[src/rtl/hmx_pkg.sv]
package hmx_pkg;

  // Number of usable matrix rows: all words of weight two or more.
  function automatic int cand_count(input int nchk);
    return (1 << nchk) - nchk - 1;
  endfunction

  // Row word for position idx (0-based) in the scattered order:
  // odd-numbered candidates first, then even-numbered ones.
  function automatic int scatter_row(input int nchk, input int idx);
    int total;
    int odd_cnt;
    int want;
    int seen;
    int res;
    total   = cand_count(nchk);
    odd_cnt = (total + 1) / 2;
    want    = (idx < odd_cnt) ? (2 * idx + 1) : (2 * (idx - odd_cnt) + 2);
    seen    = 0;
    res     = 0;
    for (int w = 0; w < (1 << nchk); w++) begin
      if ($countones(w) >= 2) begin
        seen = seen + 1;
        if (seen == want) res = w;
      end
    end
    return res;
  endfunction

endpackage

[src/rtl/hmx_check_gen.sv]
module hmx_check_gen #(
  parameter int NOUT = 7,
  parameter int NCHK = 4
) (
  input  logic [NOUT-1:0] func_out,
  output logic [NCHK-1:0] regen
);

  for (genvar k = 0; k < NCHK; k++) begin : g_bit
    logic [NOUT-1:0] col;
    for (genvar i = 0; i < NOUT; i++) begin : g_row
      localparam int RW = hmx_pkg::scatter_row(NCHK, i);
      assign col[i] = RW[k];
    end
    assign regen[k] = ^(func_out & col);
  end

endmodule

[config.mk]
export PLATFORM = sky130hd
export DESIGN_NAME = hmx_check_gen
export DESIGN_NICKNAME = d
export VERILOG_FILES = /design/src/rtl/hmx_pkg.sv /design/src/rtl/hmx_check_gen.sv
export SDC_FILE = /design/constraint.sdc
export NUM_CORES = 1
export LEC_CHECK = 0
export BUFFER_PORTS_ARGS = -buffer_cell sky130_fd_sc_hd__buf_2
export CAP_MARGIN = 30
export CORE_AREA = 2 2 39 41
export DETAILED_ROUTE_END_ITERATION = 8
export DIE_AREA = 0 0 41 43
export PLACE_DENSITY = 0.3
export SYNTH_ARGS = -nofsm -noshare
export SYNTH_HDL_FRONTEND = slang
export SYNTH_SLANG_ARGS = --single-unit
[constraint.sdc]
create_clock -name vclk -period 0.95
set_input_delay 0.1425 -clock vclk [all_inputs]
set_output_delay 0.1425 -clock vclk [all_outputs]
set_load 0.02 [all_outputs]
==> run_results.csv <==
group,metric,value,unit
outcome,outcome,"finished, violations left",
outcome,violations,"negative setup slack",
floorplanning,core.rowCount,14,
drt,drc_violations,0,
logic_synthesis,seq_area_frac_synth,0,%
drt,drt_iter0_markers,0,
cells_and_area,seq_cells,0,
logic_synthesis,synthesis.nets,17,
grt,largest_net_degree_at_the_start_of_global_routing,3,
setup_path,worstSetupPathType,"input pin to output pin",
pwr,power.density,898,mW/mm^2
floorplanning,start_util,7.87,%
cells_and_area,diodes,0,
sta,timing_hold_violations_final,0,
logic_synthesis,synth-warning-count,0,
logic_synthesis,synth_common_cells,"6 x xnor2_1, 2 x xor2_1, 1 x xnor3_1, 1 x xor2_2",
placement,placement.io_buffers,11,
logic_synthesis,post_synth.cell_area_avg,10.9,sq um
logic_synthesis,netlist.top_cell.by_area,"xnor2_1",
clock_network,number_of_hold_buffers_added_after_cts,0,
sta,max-slew-margin-rel,87.7,%
pwr,vdd_ir_drop_max,0.279,mV
floorplanning,floorplan.die_area,0.00176,sq mm
cells_and_area,nNetsFinal,34,
worst_hold_path,min-delay-start,"func_out[0]",
logic_synthesis,netlist_instances,10,
setup_path,worst_setup_path_start_kind,"input pin",
grt,first_global_vias,87,
setup_path,worst_setup_end_kind,"output pin",
grt,global_route.usage.total,2.61,%
sta,rsz0062_at_grt,"yes",
setup_path,worst-endpoint-required,810,ps
sta,tns,-209,ps
drt,dr.pass1.iters,1,
sta,fin_crit_sh,116,%
setup_path,arrival,960,ps
drt,routed_wirelength,284,um
logic_synthesis,synth_cell_types,4,
floorplanning,die_h,43,um
floorplanning,die-width,41,um
cells_and_area,area.sequential,0,sq um
setup_path,critical_path_peak_fanout,2,
pwr,total_power,0.308,mW
sta,tightestPinTransition,184,ps
placement,detailedPlacementHpwl,227,um
grt,wire_length_of_the_first_global_routing_pass,324,um
sta,fin_crit,1100,ps
drt,routed_wire_length_per_instance,6.93,um
sta,finalWorstSetupSlack,-151,ps
sta,timing_max_transition_violations_final,0,
sta,fmax,909,MHz
placement,place.gp.congestion,0.592,
sta,finalSetupViolations,3,
pwr,p_leak,0.157,nW
logic_synthesis,syn_area,109,sq um
cells_and_area,synthToLayoutAreaGrowth,215,%
logic_synthesis,post-synth-top-area-fraction,48.3,%
floorplanning,total_core_area,0.00138,sq mm
cells_and_area,clock_buffer_cells,0,
cells_and_area,post_route_cells_drive_above_1_share,92.0,%
logic_synthesis,yosys-top-cells-area,"xnor2_1 48%, xnor3_1 21%, xor2_1 16%",
floorplanning,num_io_pins,11,
worst_hold_path,timing.hold.worst.class,"input pin to output pin",
cells_and_area,fillerInstances,141,
job,reported_max_cap_violation_count,0,
drt,final_antenna_net_count,0,
drt,detailroute.via_count,120,
grt,globalRouteOverflowTotal,0,
worst_hold_path,worstHoldPathCells,4,
logic_synthesis,synthMostInstantiatedCell,"xnor2_1",
grt,number_of_antenna_violations_at_the_first_check_in_global_routing,0,
drt,route.detailed.vias_per_inst,2.93,
worst_hold_path,worstHoldEndpoint,"regen[1]",
stage by stage:
stage / instances / utilization [%] / hold slack [ps] / area [sq um] / worst slack, ps
after global placement: 41 / 16.1 / 719 / 223 / -185
after CTS: 41 / 21.3 / 712 / 295 / -179
after detailed placement: 41 / 16.1 / 727 / 223 / -191
after global routing: 41 / 24.8 / 731 / 343 / -188
final: 41 / 24.8 / 697 / 343 / -151
after floorplan: 10 / - / 544 / 118 / 54.1
power breakdown:
group	internal (mW)	switching [mW]	total, mW
clock network	0	0	0
logic	0.180	0.128	0.308
registers	0	0	0
placed cells by master, fill, tap and decap left out:
cell and count:
xnor2_1 1, buf_2 2, xor2_2 2, xnor2_4 2
xnor2_2 3, xnor3_2 1, buf_4 5, xor2_1 1
buf_8 2, buf_6 6
worst max path at each step:
stage,startpoint,depth (start not counted),end
6_report,func_out[2],4,regen[0]
5_1_grt,func_out[0],4,regen[0]
4_1_cts,func_out[4],4,regen[0]
3_5_place_dp,func_out[3],4,regen[0]
3_3_place_gp,func_out[3],4,regen[0]
2_1_floorplan,func_out[0],2,regen[0]
metal layers:
layer	share of wire, %	global-route usage (%)	up-vias	wire length (um)
met5	0	0	-	0
met4	0	0	0	0
met3	20	1.05	0	57
met2	46	3.44	11	131
met1	34	4.19	50	96
li1	-	-	59	-
repair_timing:
item	in CTS	in global routing
setup endpoints to repair	4	4
resized for setup	14	8
buffers inserted	0	0
pin swaps	7	5
logic make-up after synthesis:
family    share of synthesized area (%)
xor+xnor                            100
worst max-delay path: stages:
cell	delay [ps]
buf_2	130
xnor2_4	180
xnor3_2	360
buf_6	140
cell type report:
type | instances | area (sq um) | share of cell area (%)
Timing Repair Buffer | 15 | 145 | 42.3
Tap cell | 16 | 20.0 | 5.84
Multi-Input combinational cell | 10 | 178 | 51.8
No activity file was read; power rests on OpenSTA's default activity.
